<file path="config.mk">
export PLATFORM = sky130hd
export DESIGN_NAME = lsu_agu_ext
export DESIGN_NICKNAME = d
export VERILOG_FILES = /design/src/rtl/lsu_pkg.sv /design/src/rtl/lsu_op_decode.sv /design/src/rtl/lsu_addr_gen.sv /design/src/rtl/lsu_load_ext.sv /design/src/rtl/lsu_agu_ext.sv
export SDC_FILE = /design/constraint.sdc
export NUM_CORES = 1
export LEC_CHECK = 0
export CAP_MARGIN = 5
export CORE_MARGIN = 2
export CORE_UTILIZATION = 30
export DETAILED_ROUTE_END_ITERATION = 8
export PLACE_DENSITY = 0.7
export SLEW_MARGIN = 20
export SYNTH_ARGS = -nofsm -noshare
export SYNTH_HDL_FRONTEND = slang
export SYNTH_HIERARCHICAL = 1
export SYNTH_SLANG_ARGS = --single-unit
</file>
<file path="constraint.sdc">
create_clock -name clk -period 3.6 [get_ports clk]
set_input_delay 0.54 -clock clk [delete_from_list [all_inputs] [get_ports clk]]
set_output_delay 0.54 -clock clk [all_outputs]
set_load 0.02 [all_outputs]
</file>
<file path="src/rtl/lsu_pkg.sv">
package lsu_pkg;

  typedef enum logic [1:0] {
    SZ_BYTE = 2'b00,
    SZ_HALF = 2'b01,
    SZ_WORD = 2'b10
  } acc_size_e;

  typedef enum logic [2:0] {
    EXT_BYTE_S,
    EXT_BYTE_U,
    EXT_HALF_S,
    EXT_HALF_U,
    EXT_WORD
  } ext_kind_e;

  localparam int OPC_W = 6;

  localparam logic [OPC_W-1:0] OPC_LDB_S = 6'h20;
  localparam logic [OPC_W-1:0] OPC_LDH_S = 6'h21;
  localparam logic [OPC_W-1:0] OPC_LDW   = 6'h23;
  localparam logic [OPC_W-1:0] OPC_LDB_U = 6'h24;
  localparam logic [OPC_W-1:0] OPC_LDH_U = 6'h25;
  localparam logic [OPC_W-1:0] OPC_STB   = 6'h28;
  localparam logic [OPC_W-1:0] OPC_STH   = 6'h29;
  localparam logic [OPC_W-1:0] OPC_STW   = 6'h2B;

  typedef struct packed {
    logic      is_mem;
    logic      is_store;
    logic      is_rsv;
    acc_size_e size;
    ext_kind_e kind;
  } op_info_t;

endpackage

</file>
<file path="src/rtl/lsu_op_decode.sv">
module lsu_op_decode
  import lsu_pkg::*;
(
  input  logic [OPC_W-1:0] opcode,
  output op_info_t         info
);

  always_comb begin
    info          = '0;
    info.size     = SZ_BYTE;
    info.kind     = EXT_WORD;
    unique case (opcode)
      OPC_LDB_S: begin info.is_mem = 1'b1; info.size = SZ_BYTE; info.kind = EXT_BYTE_S; end
      OPC_LDB_U: begin info.is_mem = 1'b1; info.size = SZ_BYTE; info.kind = EXT_BYTE_U; end
      OPC_LDH_S: begin info.is_mem = 1'b1; info.size = SZ_HALF; info.kind = EXT_HALF_S; end
      OPC_LDH_U: begin info.is_mem = 1'b1; info.size = SZ_HALF; info.kind = EXT_HALF_U; end
      OPC_LDW:   begin info.is_mem = 1'b1; info.size = SZ_WORD; info.kind = EXT_WORD;   end
      OPC_STB:   begin info.is_mem = 1'b1; info.is_store = 1'b1; info.size = SZ_BYTE; end
      OPC_STH:   begin info.is_mem = 1'b1; info.is_store = 1'b1; info.size = SZ_HALF; end
      OPC_STW:   begin info.is_mem = 1'b1; info.is_store = 1'b1; info.size = SZ_WORD; end
      6'h1A, 6'h1B, 6'h2C, 6'h2D, 6'h30,
      6'h34, 6'h37, 6'h38, 6'h3C, 6'h3F:
                 begin info.is_rsv = 1'b1; end
      default:   begin info = info; end
    endcase
  end

endmodule

</file>
<file path="src/rtl/lsu_addr_gen.sv">
module lsu_addr_gen
  import lsu_pkg::*;
#(
  parameter int AW   = 32,
  parameter int OFFW = 16
) (
  input  logic            clk,
  input  logic            rst_n,
  input  logic            chk_en,
  input  logic [AW-1:0]   base,
  input  logic [OFFW-1:0] offset,
  input  acc_size_e       size,
  output logic [AW-1:0]   ea,
  output logic            misalign
);

  localparam int EXTW = AW - OFFW;

  logic [AW-1:0] off_sx;

  generate
    if (EXTW > 0) begin : g_sext
      assign off_sx = {{EXTW{offset[OFFW-1]}}, offset};
    end else begin : g_trunc
      assign off_sx = offset[AW-1:0];
    end
  endgenerate

  assign ea = base + off_sx;

  always_comb begin
    unique case (size)
      SZ_HALF: misalign = ea[0];
      SZ_WORD: misalign = |ea[1:0];
      default: misalign = 1'b0;
    endcase
  end

  AST_BYTE_NEVER_MISALIGNED: assert property (@(posedge clk) disable iff (!rst_n)
    (chk_en && size == SZ_BYTE) |-> !misalign);

endmodule

</file>
<file path="src/rtl/lsu_load_ext.sv">
module lsu_load_ext
  import lsu_pkg::*;
#(
  parameter int DW = 32
) (
  input  logic          clk,
  input  logic          rst_n,
  input  logic          issue,
  input  ext_kind_e     issue_kind,
  input  logic          rsp_valid,
  input  logic [DW-1:0] rsp_data,
  output logic          ld_valid,
  output logic [DW-1:0] ld_data
);

  localparam int BW = 8;
  localparam int HW = 16;

  logic          pend_q, pend_d;
  ext_kind_e     kind_q, kind_d;
  logic          vld_q, vld_d;
  logic [DW-1:0] data_q, data_d;
  logic          data_en;
  logic [DW-1:0] widened;

  always_comb begin
    unique case (kind_q)
      EXT_BYTE_S: widened = {{(DW-BW){rsp_data[BW-1]}}, rsp_data[BW-1:0]};
      EXT_BYTE_U: widened = {{(DW-BW){1'b0}},           rsp_data[BW-1:0]};
      EXT_HALF_S: widened = {{(DW-HW){rsp_data[HW-1]}}, rsp_data[HW-1:0]};
      EXT_HALF_U: widened = {{(DW-HW){1'b0}},           rsp_data[HW-1:0]};
      default:    widened = rsp_data;
    endcase
  end

  always_comb begin
    pend_d  = pend_q;
    kind_d  = kind_q;
    if (rsp_valid) pend_d = 1'b0;
    if (issue) begin
      pend_d = 1'b1;
      kind_d = issue_kind;
    end
    vld_d   = rsp_valid & pend_q;
    data_en = vld_d;
    data_d  = widened;
  end

  always_ff @(posedge clk or negedge rst_n) begin
    if (!rst_n) begin
      pend_q <= 1'b0;
      kind_q <= EXT_WORD;
      vld_q  <= 1'b0;
      data_q <= '0;
    end else begin
      pend_q <= pend_d;
      kind_q <= kind_d;
      vld_q  <= vld_d;
      if (data_en) data_q <= data_d;
    end
  end

  assign ld_valid = vld_q;
  assign ld_data  = data_q;

  AST_RESULT_AFTER_RSP: assert property (@(posedge clk) disable iff (!rst_n)
    vld_q |-> $past(rsp_valid));

  AST_NO_ORPHAN_RESULT: assert property (@(posedge clk) disable iff (!rst_n)
    vld_q |-> $past(pend_q));

endmodule

</file>
<file path="src/rtl/lsu_agu_ext.sv">
module lsu_agu_ext
  import lsu_pkg::*;
#(
  parameter int AW         = 32,
  parameter int DW         = 32,
  parameter int OFFW       = 16,
  parameter int RST_STAGES = 2
) (
  input  logic             clk,
  input  logic             rst_n,
  input  logic             req_valid,
  input  logic [OPC_W-1:0] req_opcode,
  input  logic [AW-1:0]    req_base,
  input  logic [OFFW-1:0]  req_offset,
  output logic [AW-1:0]    eff_addr,
  output logic [1:0]       acc_size,
  output logic             mem_strobe,
  output logic             mem_write,
  output logic             addr_err,
  output logic             err_is_store,
  output logic [AW-1:0]    err_addr,
  output logic             rsv_instr,
  input  logic             rsp_valid,
  input  logic [DW-1:0]    rsp_data,
  output logic             ld_valid,
  output logic [DW-1:0]    ld_data
);

  logic [RST_STAGES-1:0] rst_sync_q;
  logic                  rst_int_n;

  always_ff @(posedge clk or negedge rst_n) begin
    if (!rst_n) rst_sync_q <= '0;
    else        rst_sync_q <= {rst_sync_q[RST_STAGES-2:0], 1'b1};
  end
  assign rst_int_n = rst_sync_q[RST_STAGES-1];

  op_info_t      info;
  logic          chk_en;
  logic          misalign;
  logic [AW-1:0] ea;
  logic          load_issue;

  lsu_op_decode u_dec (
    .opcode (req_opcode),
    .info   (info)
  );

  assign chk_en = req_valid & info.is_mem;

  lsu_addr_gen #(.AW(AW), .OFFW(OFFW)) u_agen (
    .clk      (clk),
    .rst_n    (rst_int_n),
    .chk_en   (chk_en),
    .base     (req_base),
    .offset   (req_offset),
    .size     (info.size),
    .ea       (ea),
    .misalign (misalign)
  );

  assign eff_addr     = ea;
  assign acc_size     = info.size;
  assign addr_err     = chk_en & misalign;
  assign mem_strobe   = chk_en & ~misalign;
  assign mem_write    = mem_strobe & info.is_store;
  assign err_is_store = addr_err & info.is_store;
  assign err_addr     = addr_err ? ea : '0;
  assign rsv_instr    = req_valid & info.is_rsv;
  assign load_issue   = mem_strobe & ~info.is_store;

  lsu_load_ext #(.DW(DW)) u_ext (
    .clk        (clk),
    .rst_n      (rst_int_n),
    .issue      (load_issue),
    .issue_kind (info.kind),
    .rsp_valid  (rsp_valid),
    .rsp_data   (rsp_data),
    .ld_valid   (ld_valid),
    .ld_data    (ld_data)
  );

  AST_ERR_BLOCKS_STROBE: assert property (@(posedge clk) disable iff (!rst_int_n)
    addr_err |-> !mem_strobe);

  AST_WORD_STROBE_ALIGNED: assert property (@(posedge clk) disable iff (!rst_int_n)
    (mem_strobe && acc_size == SZ_WORD) |-> (eff_addr[1:0] == 2'b00));

  AST_RSV_QUIET: assert property (@(posedge clk) disable iff (!rst_int_n)
    rsv_instr |-> !(mem_strobe || addr_err));

  AST_IDLE_QUIET: assert property (@(posedge clk) disable iff (!rst_int_n)
    !req_valid |-> !(mem_strobe || addr_err || rsv_instr));

endmodule

</file>
==> results.toml <==
[outcome]
run_status = "complete, no violations"

[finish]
layout_cell_area_excl_fill_sq_mm = 0.008195
instances_no_fill = 989
flow.area_growth_from_synthesis_pct = 89.31
layout-drive-gt1-share_pct = 40.54
antenna-diode-count = 0
finish.net_count = 932
fillCellCount = 1123
utilization_pct = 58.59

[grt]
grt_antenna_before_repair = 0
first_global_vias = 5308
grt_overflow_total = 0
met2_usage_pct = 38.22
groute.layer.met1.usage_pct = 23.49
grt_busiest_layer = "met2"
grt_max_degree = 38
first_pass_grt_wire_length_um = 25250
use_met3_pct = 3.297
grt_use_total_pct = 20.39

[floorplan]
io-pin-count = 194
core_sq_mm = 0.01399
dieArea_sq_mm = 0.01541
die_h_um = 124.1
die_width_um = 124.1
rows = 43
floorplan.initialDensity_pct = 30.95

[worst_setup_path]
cp-end-kind = "output port"
cp_cell_sequence = "clkdlybuf4s50_1 -> ha_4 -> a21boi_4 -> nor4_4 -> a22oi_2 -> a41oi_2 -> nor3b_2 -> a311oi_1 -> buf_4 -> and4_2 -> buf_6"
critical_path.max_stage_delay_ns = 0.54
critical_path_required_ns = 3.06
cp_max_fo = 5
critical_path.slowest_cell = "sky130_fd_sc_hd__clkdlybuf4s50_1"
worst-endpoint-arrival_ns = 3.05
kind_of_start_point_of_the_critical_path = "input pin"
crit_type = "input pin to output port"

[place]
routabilityCongestion = 0.9573
count_of_placed_standard_cells_including_taps = 965
dpl_cell_area_sq_mm = 0.007321
port_buffers = 193
dp_worst_setup_slack_ns = -0.8087
place.detailed.hpwl_um = 12770

[power_and_ir_drop]
fin_total_pwr_mw = 2.981
power_leakage_nw = 3.791
vdd.ir_drop.worst_mv = 0.2325
pwr_density_cell_mw_per_mm2 = 363.8

[timing]
finalWorstPathRequiredPeriod_ns = 3.595
worst_slew_margin_rel_pct = 30.04
post-route-period-util_pct = 99.86
setup_viol = 0
fin_ws_ns = 0.005037
timing.hold.ws_ns = 0.2882
worstMarginPinSlew_ns = 1.043
fmax_ghz = 0.2782
unrepaired_setup_endpoints_after_global_routing = "true"
timing_hold_violations_final = 0
slew_viol_final = 0
fin_skew_ns = 0.006684
finalSetupTns_ns = 0

[hold_path]
holdCritPathClass = "flop to async pin"

[drt]
drtIter0Drc = 258
detail-route-antenna-nets = 0
routed_via_density = 5.351
drt_wl_total_um = 17650
post_drt_wl_per_cell_um = 17.84
num_vias = 5292
dr.pass1.iters = 5
drc = 0

[clock_tree]
worst_setup_hold_path_clk_slew_ns = 0.06
cts_tree = "yes"
later_pin_clock_latency_in_the_skew_report_ns = 0.28
clock_path_buffers = 2
total_clock_sinks = 39
htreeDepth = 2
cts.root.buffer_cell = "sky130_fd_sc_hd__clkbuf_16"
cts_inserted_buffers = 5

[flow_run]
maxCapViolCount = 0

[synthesis]
synthesis.area_sq_mm = 0.004329
synth_fp_nets = 615
yosys_warnings = 6
synth.avg_cell_area_sq_um = 8.817
syn-instance-count = 491
-- cell type report --
class | instances | area, sq um | area share [%]
timing repair buffer | 350 | 3126 | 38.14
multi-input combinational | 403 | 3665 | 44.72
clock inverter | 3 | 43.79 | 0.5344
inverter | 9 | 33.78 | 0.4122
tap | 180 | 225.2 | 2.748
clock buffer | 5 | 125.1 | 1.527
sequential | 39 | 977.2 | 11.92
-- worst paths after layout --
kind	start	cells after the start	slack (ns)	to
max in group asynchronous	rst_sync_q[1]$_DFF_PN0_	1	2.95	u_ext/kind_q[2]$_DFFE_PN1P_
min	rst_sync_q[1]$_DFF_PN0_	1	0.29	u_ext/ld_data[20]$_DFFE_PN0P_
min reg2reg	rst_sync_q[1]$_DFF_PN0_	1	0.29	u_ext/ld_data[20]$_DFFE_PN0P_
max	req_offset[8]	11	0.005	err_addr[31]
min in group clk	rst_sync_q[0]$_DFF_PN0_	0	0.36	rst_sync_q[1]$_DFF_PN0_
max reg2reg	u_ext/kind_q[2]$_DFFE_PN1P_	2	1.45	u_ext/ld_data[29]$_DFFE_PN0P_
-- report_power, final --
part	switching (mW)	internal, mW	leakage (nW)	total, mW
combinational	0.902	0.927	3.25	1.83
sequential	0.0904	0.571	0.455	0.661
clock	0.164	0.326	0.0838	0.490
-- placed cells by master, fill, tap and decap left out, drive strengths merged, types with 10 or more instances in the layout --
cell type and instances:
buf 173, clkdlybuf4s50 104, a21oi 59, nand2 55
dfrtp 38, and4 33, ha 33, dlymetal6s2s 30
o21ai 24, dlygate4sd2 23, nor2 21, xnor2 19
a41oi 17, a31oi 14, a21o 13, clkdlybuf4s15 13
clkbuf 12, nor3 11, mux2 11, xor2 10
-- flip-flops by register name, indices dropped and copies added, names as in the netlist --
| signal | cells |
|---|---|
| u_ext/ld_data | 32 |
| u_ext/pend_q | 1 |
| u_ext/ld_valid | 1 |
| rst_sync_q | 2 |
| u_ext/kind_q | 3 |
-- worst max-delay path, delay by kind of cell --
| kind | cells | cell delay, ns |
|---|---|---|
| compound gates | 4 | 0.82 |
| fa+ha+maj | 1 | 0.24 |
| buf+inv | 3 | 0.82 |
| simple gates | 3 | 0.62 |
-- what timing repair did --
item,CTS,global route
gates resized for setup,166,120
endpoints found under the setup margin,51,54
hold buffers,0,0
pin swaps,35,41
setup buffers,6,10
-- metal layers --
metal / part of all wire (%) / wire length [um] / vias up
met3: 6.8 / 1204 / 35
li1: - / - / 2492
met2: 52 / 9166 / 222
met5: 0 / 0 / -
met1: 39 / 6840 / 2543
met4: 2.5 / 435 / 0
Power figures use the tool's default switching activity.
